**config.mk**
```make
export PLATFORM = sky130hd
export DESIGN_NAME = sync_burst_sram
export DESIGN_NICKNAME = d
export VERILOG_FILES = /design/src/rtl/sbs_pkg.sv /design/src/rtl/sbs_burst_seq.sv /design/src/rtl/sbs_lane_array.sv /design/src/rtl/sync_burst_sram.sv
export SDC_FILE = /design/constraint.sdc
export NUM_CORES = 2
export LEC_CHECK = 0
export ABC_AREA = 1
export BUFFER_PORTS_ARGS = -buffer_cell sky130_fd_sc_hd__buf_2
export CORE_MARGIN = 4
export CORE_UTILIZATION = 50
export CTS_CLUSTER_DIAMETER = 30
export DETAILED_ROUTE_END_ITERATION = 10
export PLACE_DENSITY = 0.67
export SLEW_MARGIN = 20
export SYNTH_ARGS = -nofsm -noshare
export SYNTH_HDL_FRONTEND = slang
export SYNTH_SLANG_ARGS = --single-unit
```
**constraint.sdc**
```tcl
create_clock -name clk_i -period 5.89 [get_ports clk_i]
set_input_delay 0.2945 -clock clk_i [delete_from_list [all_inputs] [get_ports clk_i]]
set_output_delay 0.2945 -clock clk_i [all_outputs]
set_load 0.01 [all_outputs]
```
**src/rtl/sbs_pkg.sv**
```systemverilog
package sbs_pkg;
  typedef enum logic {
    BURST_LINEAR = 1'b0,
    BURST_XOR    = 1'b1
  } burst_mode_e;

  function automatic logic [1:0] beat_offset(input logic [1:0] start,
                                             input logic [1:0] cnt,
                                             input burst_mode_e mode);
    return (mode == BURST_XOR) ? (start ^ cnt) : (start + cnt);
  endfunction
endpackage

```
**src/rtl/sbs_burst_seq.sv**
```systemverilog
module sbs_burst_seq
  import sbs_pkg::*;
#(
  parameter int ADDR_W = 6
) (
  input  logic              clk_i,
  input  logic              rst_ni,
  input  logic              load_i,
  input  logic              adv_i,
  input  logic [ADDR_W-1:0] start_i,
  input  burst_mode_e       mode_i,
  output logic [ADDR_W-1:0] cur_o,
  output logic [ADDR_W-1:0] nxt_o
);
  localparam int CNT_W = 2;

  logic [ADDR_W-1:0] base_q;
  logic [CNT_W-1:0]  cnt_q;
  logic [CNT_W-1:0]  cnt_nxt;

  assign cnt_nxt = cnt_q + 2'd1;
  assign cur_o   = {base_q[ADDR_W-1:CNT_W], beat_offset(base_q[CNT_W-1:0], cnt_q, mode_i)};
  assign nxt_o   = {base_q[ADDR_W-1:CNT_W], beat_offset(base_q[CNT_W-1:0], cnt_nxt, mode_i)};

  always_ff @(posedge clk_i or negedge rst_ni) begin
    if (!rst_ni) begin
      base_q <= '0;
      cnt_q  <= '0;
    end else if (load_i) begin
      base_q <= start_i;
      cnt_q  <= '0;
    end else if (adv_i) begin
      cnt_q  <= cnt_nxt;
    end
  end

  AST_BURST_STARTS_AT_LOAD: assert property (@(posedge clk_i) disable iff (!rst_ni)
    load_i |=> cur_o == $past(start_i));
  AST_BURST_GROUP_HELD: assert property (@(posedge clk_i) disable iff (!rst_ni)
    (adv_i && !load_i) |=> cur_o[ADDR_W-1:CNT_W] == $past(cur_o[ADDR_W-1:CNT_W]));
  AST_LINEAR_STEP: assert property (@(posedge clk_i) disable iff (!rst_ni)
    (adv_i && !load_i && mode_i == BURST_LINEAR) |=>
      (mode_i != BURST_LINEAR) || (cur_o[CNT_W-1:0] == $past(cur_o[CNT_W-1:0]) + 2'd1));
endmodule

```
**src/rtl/sbs_lane_array.sv**
```systemverilog
module sbs_lane_array #(
  parameter int ADDR_W = 6,
  parameter int LANES  = 4,
  parameter int LANE_W = 8
) (
  input  logic                    clk_i,
  input  logic [LANES-1:0]        we_i,
  input  logic [ADDR_W-1:0]       waddr_i,
  input  logic [LANES*LANE_W-1:0] wdata_i,
  input  logic [ADDR_W-1:0]       raddr_i,
  output logic [LANES*LANE_W-1:0] rdata_o
);
  localparam int DEPTH = 1 << ADDR_W;

  for (genvar g = 0; g < LANES; g++) begin : g_lane
    logic [LANE_W-1:0] mem_q [DEPTH];

    always_ff @(posedge clk_i) begin
      if (we_i[g]) mem_q[waddr_i] <= wdata_i[g*LANE_W +: LANE_W];
    end

    assign rdata_o[g*LANE_W +: LANE_W] = mem_q[raddr_i];
  end
endmodule

```
**src/rtl/sync_burst_sram.sv**
```systemverilog
module sync_burst_sram
  import sbs_pkg::*;
#(
  parameter int ADDR_W = 6,
  parameter int LANES  = 4,
  parameter int LANE_W = 8
) (
  input  logic                    clk_i,
  input  logic                    rst_ni,
  input  logic                    proc_strb_ni,
  input  logic                    ctrl_strb_ni,
  input  logic                    burst_adv_ni,
  input  logic                    cs1_ni,
  input  logic                    cs2_i,
  input  logic                    cs3_ni,
  input  logic                    all_wr_ni,
  input  logic                    byte_wr_en_ni,
  input  logic [LANES-1:0]        byte_sel_ni,
  input  logic                    out_en_ni,
  input  logic                    burst_mode_i,
  input  logic [ADDR_W-1:0]       addr_i,
  input  logic [LANES*LANE_W-1:0] dq_i,
  output logic [LANES*LANE_W-1:0] dq_o,
  output logic                    dq_oe_o
);
  localparam int DATA_W = LANES * LANE_W;

  logic              chip_sel, proc_go, ctrl_go, wr_req;
  logic              load, advance, desel, do_rd, do_wr;
  logic [LANES-1:0]  wr_mask, we_mask;
  logic [ADDR_W-1:0] cur_addr, nxt_addr, acc_addr, rd_addr_q;
  logic [DATA_W-1:0] rd_word, dout_q;
  logic              active_q, rd_pend_q, out_vld_q;

  assign chip_sel = !cs1_ni && cs2_i && !cs3_ni;
  assign proc_go  = !proc_strb_ni && !cs1_ni;  // processor strobe gated by cs1
  assign ctrl_go  = !ctrl_strb_ni;
  assign wr_req   = !all_wr_ni || !byte_wr_en_ni;
  assign wr_mask  = !all_wr_ni     ? {LANES{1'b1}} :
                    !byte_wr_en_ni ? ~byte_sel_ni  : {LANES{1'b0}};

  always_comb begin
    load     = 1'b0;
    advance  = 1'b0;
    desel    = 1'b0;
    do_rd    = 1'b0;
    do_wr    = 1'b0;
    acc_addr = cur_addr;
    if (proc_go) begin
      // write controls ignored here; a write follows as a continuation
      if (chip_sel) begin
        load     = 1'b1;
        do_rd    = 1'b1;
        acc_addr = addr_i;
      end else begin
        desel    = 1'b1;
      end
    end else if (ctrl_go) begin
      if (chip_sel) begin
        load     = 1'b1;
        acc_addr = addr_i;
        do_wr    = wr_req;
        do_rd    = !wr_req;
      end else begin
        desel    = 1'b1;
      end
    end else if (active_q) begin
      advance  = !burst_adv_ni;
      acc_addr = advance ? nxt_addr : cur_addr;
      do_wr    = wr_req;
      do_rd    = !wr_req;
    end
  end

  assign we_mask = do_wr ? wr_mask : {LANES{1'b0}};

  sbs_burst_seq #(.ADDR_W(ADDR_W)) u_seq (
    .clk_i   (clk_i),
    .rst_ni  (rst_ni),
    .load_i  (load),
    .adv_i   (advance),
    .start_i (addr_i),
    .mode_i  (burst_mode_e'(burst_mode_i)),
    .cur_o   (cur_addr),
    .nxt_o   (nxt_addr)
  );

  sbs_lane_array #(.ADDR_W(ADDR_W), .LANES(LANES), .LANE_W(LANE_W)) u_array (
    .clk_i   (clk_i),
    .we_i    (we_mask),
    .waddr_i (acc_addr),
    .wdata_i (dq_i),
    .raddr_i (rd_addr_q),
    .rdata_o (rd_word)
  );

  always_ff @(posedge clk_i or negedge rst_ni) begin
    if (!rst_ni) begin
      active_q  <= 1'b0;
      rd_pend_q <= 1'b0;
      rd_addr_q <= '0;
      out_vld_q <= 1'b0;
      dout_q    <= '0;
    end else begin
      if (desel)     active_q <= 1'b0;
      else if (load) active_q <= 1'b1;
      rd_pend_q <= do_rd;
      if (do_rd) rd_addr_q <= acc_addr;
      out_vld_q <= rd_pend_q && !desel && !do_wr;
      if (rd_pend_q) dout_q <= rd_word;
    end
  end

  assign dq_o    = dout_q;
  assign dq_oe_o = out_vld_q && !out_en_ni;

  AST_DESEL_QUIET: assert property (@(posedge clk_i) disable iff (!rst_ni)
    desel |=> !dq_oe_o);
  AST_FIRST_CYCLE_QUIET: assert property (@(posedge clk_i) disable iff (!rst_ni)
    (load && !active_q) |=> !dq_oe_o);
  AST_PROC_BLOCKED: assert property (@(posedge clk_i) disable iff (!rst_ni)
    (cs1_ni && ctrl_strb_ni && !active_q) |=> !active_q);
  AST_PROC_FIRST_NO_WRITE: assert property (@(posedge clk_i) disable iff (!rst_ni)
    (!proc_strb_ni && chip_sel) |-> we_mask == '0);
endmodule

```
==> impl_metrics.env <==
export IMPL_outcome="complete, no violations"
export IMPL_global_route_wire_length_before_repair_um=356000
export IMPL_design_die_area_um2=177000
export IMPL_critical_path_depth=14
export IMPL_grt_start_max_net_pins=241
export IMPL_timing_critical_path_slowest_cell_delay_ns=0.86
export IMPL_number_of_antenna_violations_at_the_first_check_in_global_routing=0
export IMPL_register_bit_count_reported_by_yosys=2097
export IMPL_cts_tree="built"
export IMPL_worst_setup_path_endpoint="u_array.g_lane[2].mem_q[41][0]$_DFFE_PP_"
export IMPL_fin_setup_tns_ns=0
export IMPL_post_route_cells_drive_above_1_share_pct=13.1
export IMPL_timing_critical_path_from_type="input port"
export IMPL_dp_worst_setup_slack_ns=1.58
export IMPL_setup_repair_after_global_routing_missed_its_margin="false"
export IMPL_worst_setup_path_end_kind="flop"
export IMPL_buffer_type_at_the_clock_tree_root="sky130_fd_sc_hd__clkbuf_16"
export IMPL_async_flop_share_pct=2.34
export IMPL_fin_ws_ns=0.985
export IMPL_setup_reg_to_reg_worst_slack_ns=1.52
export IMPL_yosysUniqueCellTypes=33
export IMPL_timing_critical_path_fanout_max=19
export IMPL_vias_cell=5.95
export IMPL_max_cap_violations=0
export IMPL_drc_errors=0
export IMPL_syn_avg_cell_area_um2=11.9
export IMPL_netlist_instances=7135
export IMPL_cts_inserted_buffers=400
export IMPL_clk_transition_reported_paths_ns=0.05
export IMPL_total_power_per_unit_cell_area_nw_per_um2=489
export IMPL_cp_buffers_inverters=6
export IMPL_post_dp_hpwl_um=124000
export IMPL_vias=58000
export IMPL_wl_per_cell_um=24.3
export IMPL_cts_sinks=2097
export IMPL_finalHoldViolations=0
export IMPL_max_slew_violations=0
export IMPL_synth_seq_area_share_pct=73.7
export IMPL_wl_um=236000
export IMPL_cts_hold_repair_buffers=17
export IMPL_grt_use_total_pct=26.7
export IMPL_synth_net_count=7191
export IMPL_yosysWarnings=0
export IMPL_start_point_of_the_critical_path="cs3_ni"
export IMPL_drtAntennaViolNets=0
export IMPL_ioPinCount=87
export IMPL_worst_r2r_cell_count=10
export IMPL_layout_area_overhead_pct=18.8
export IMPL_path_class="input port to flop"
export IMPL_placement_rows=151
export IMPL_slew_margin_rel_pct=19.5
export IMPL_drtPass1Iterations=6
export IMPL_chipHeight_um=421
export IMPL_grt_total_ovfl=0
export IMPL_first_global_vias=57800
export IMPL_synth_edf_count=2048
export IMPL_ir_drop_uv=475
export IMPL_worst_slew_pin_transition_ns=1.21
export IMPL_setup_viol_count_final=0
export IMPL_crit_path_cell_trace="dlygate4sd3_1 > buf_2 > nor2_2 > dlygate4sd3_1 > nand2_2 > dlygate4sd3_1 > nand2_2 > nand2_2 > nand2_2 > o21ai_4 > inv_2 > nand4_4 > buf_4 > nor3_1"
export IMPL_synth_top_flop_cell="sky130_fd_sc_hd__edfxtp_1"
export IMPL_chipWidth_um=421
export IMPL_floorplan_core_area_um2=169000
export IMPL_path_common_cell="sky130_fd_sc_hd__nand2_2"
export IMPL_cpMaxStageDelayCell="sky130_fd_sc_hd__nor3_1"
export IMPL_gp_congestion=0.869
export IMPL_initialDrtViolationCount=7980
export IMPL_fmaxAchievable_mhz=204
export IMPL_finalCriticalPeriod_ns=4.90
export IMPL_num_nets_final=7260
export IMPL_clkLatencyLatePin_ns=0.95
export IMPL_ctsLongestPathBuffers=4
export IMPL_worst_endpoint_arrival_ns=5.42
export IMPL_hold_class="input port to flop"
export IMPL_io_buffers=86
export IMPL_ctsHtreeMaxLevel=5
export IMPL_cp_data_required_time_ns=6.41
export IMPL_mappedNetlistArea_um2=85100
export IMPL_cts_repair_timing_setup_buffer_count=0
export IMPL_static_leakage_power_nw=35.5
export IMPL_worst_r2r_startpoint="u_seq.cnt_q[0]$_DFFE_PN0P_"
export IMPL_critical_path_reg2reg_endpoint="u_array.g_lane[2].mem_q[41][0]$_DFFE_PP_"
export IMPL_worst_path_dominant_cell_family="buffers and inverters"
export IMPL_post_cts_resized=0
export IMPL_min_period_over_period_pct=83.3
export IMPL_initial_utilization_pct=50.3
export IMPL_clock_skew_final_ns=0.0458
[kinds of logic (layout without fill, tap and decap cells)]
group                    after synthesis  count (layout)  share of synthesized area (%)
XOR/XNOR                               6               6                         0.0618
flip-flops                          2097            2097                           73.7
AO/OA/AOI/OAI                         18              18                          0.146
multiplexers                           1               1                         0.0132
AND/OR/NAND/NOR                     4454            4454                           23.3
other                                  0               1                              0
adder cells (fa/ha/maj)                2               2                         0.0294
buffers and inverters                557             944                           2.71
[final cells by class]
class | count | area, um^2
diodes | 1 | 2.50
clock buffers | 451 | 10400
clock inverters | 269 | 2910
fillers | 12900 | 68200
inverters | 30 | 139
multi-input cells | 4481 | 20500
flip-flops and latches | 2097 | 62700
well taps | 2218 | 2780
repair buffers | 194 | 1530
[how the worst min path moves through the flow]
stage	cells after the start	startpoint	to	slack (ns)
2_1_floorplan	0	rst_ni	active_q$_DFFE_PN0P_	-0.001
3_3_place_gp	2	dq_o[2]$_DFFE_PN0P_	dq_o[2]$_DFFE_PN0P_	0.46
3_5_place_dp	2	dq_o[30]$_DFFE_PN0P_	dq_o[30]$_DFFE_PN0P_	0.47
4_1_cts	1	dq_i[18]	u_array.g_lane[2].mem_q[0][2]$_DFFE_PP_	0.003
5_1_grt	1	dq_i[16]	u_array.g_lane[2].mem_q[12][0]$_DFFE_PP_	0.03
6_report	1	dq_i[16]	u_array.g_lane[2].mem_q[12][0]$_DFFE_PP_	0.05
[cells in the final DEF, fill, tap and decap left out, types with 4 or more instances in the layout]
cell type,instances
sky130_fd_sc_hd__nor2_1,4
sky130_fd_sc_hd__clkinv_1,41
sky130_fd_sc_hd__clkinv_4,35
sky130_fd_sc_hd__clkbuf_16,405
sky130_fd_sc_hd__nor2_2,4
sky130_fd_sc_hd__xor2_1,4
sky130_fd_sc_hd__nor3_2,113
sky130_fd_sc_hd__nand3_2,4
sky130_fd_sc_hd__edfxtp_1,2048
sky130_fd_sc_hd__clkinvlp_4,58
sky130_fd_sc_hd__nand2_2,11
sky130_fd_sc_hd__nor3_1,143
sky130_fd_sc_hd__nand2_1,2140
sky130_fd_sc_hd__inv_8,8
sky130_fd_sc_hd__clkbuf_8,12
sky130_fd_sc_hd__nand3_1,2022
sky130_fd_sc_hd__nand2_4,4
sky130_fd_sc_hd__o21ai_0,10
sky130_fd_sc_hd__inv_1,22
sky130_fd_sc_hd__dfrtp_1,42
sky130_fd_sc_hd__inv_6,35
sky130_fd_sc_hd__buf_12,16
sky130_fd_sc_hd__dlygate4sd3_1,17
sky130_fd_sc_hd__dfrtp_4,4
sky130_fd_sc_hd__buf_4,83
sky130_fd_sc_hd__nand3_4,4
sky130_fd_sc_hd__bufinv_16,46
sky130_fd_sc_hd__clkbuf_1,34
sky130_fd_sc_hd__buf_2,77
sky130_fd_sc_hd__clkinv_2,48
[Yosys cell counts, types with 6 or more instances]
| master | number | area share (%) |
|---|---|---|
| sky130_fd_sc_hd__nand2_1 | 2146 | 9.5 |
| sky130_fd_sc_hd__edfxtp_1 | 2048 | 72 |
| sky130_fd_sc_hd__nand3_1 | 2028 | 12 |
| sky130_fd_sc_hd__clkbuf_1 | 325 | 1.4 |
| sky130_fd_sc_hd__nor3_1 | 220 | 1.3 |
| sky130_fd_sc_hd__buf_2 | 142 | 0.84 |
| sky130_fd_sc_hd__buf_1 | 54 | 0.24 |
| sky130_fd_sc_hd__dfrtp_1 | 49 | 1.4 |
| sky130_fd_sc_hd__nor3_2 | 36 | 0.42 |
| sky130_fd_sc_hd__inv_1 | 24 | 0.11 |
| sky130_fd_sc_hd__o21ai_0 | 10 | 0.059 |
| sky130_fd_sc_hd__nand2_2 | 6 | 0.044 |
[metrics by stage]
stage / utilization [%] / instance area (um^2) / hold WS, ns / power, mW / instances
6_report: 59.7 / 101000 / 0.0472 / 49.5 / 9741
4_1_cts: 59.5 / 101000 / 0.00312 / 49.4 / 9739
3_3_place_gp: 51.5 / 87100 / 0.464 / 27.0 / 9001
3_5_place_dp: 51.5 / 87200 / 0.469 / 27.1 / 9002
5_1_grt: 59.7 / 101000 / 0.0321 / 51.3 / 9740
2_1_floorplan: - / 85100 / -0.00109 / 23.6 / 7135
[flip-flops by register name (all words and copies together) (netlist names)]
name	flops
active_q	1
dq_o	32
out_vld_q	1
rd_addr_q	6
rd_pend_q	1
u_array.g_lane.mem_q	2048
u_seq.base_q	6
u_seq.cnt_q	2
[metal layers]
layer / GRT usage [%] / share of wire [%]
met1: 35.9 / 39
met5: 0 / 0
met2: 42.3 / 47
met4: 11.7 / 4.0
met3: 5.69 / 9.7
[power breakdown]
| group | switching (mW) | internal (mW) |
|---|---|---|
| clock | 7.58 | 14.7 |
| combinational | 7.54 | 2.64 |
| sequential | 0.357 | 16.6 |
Power figures use the tool's default switching activity.
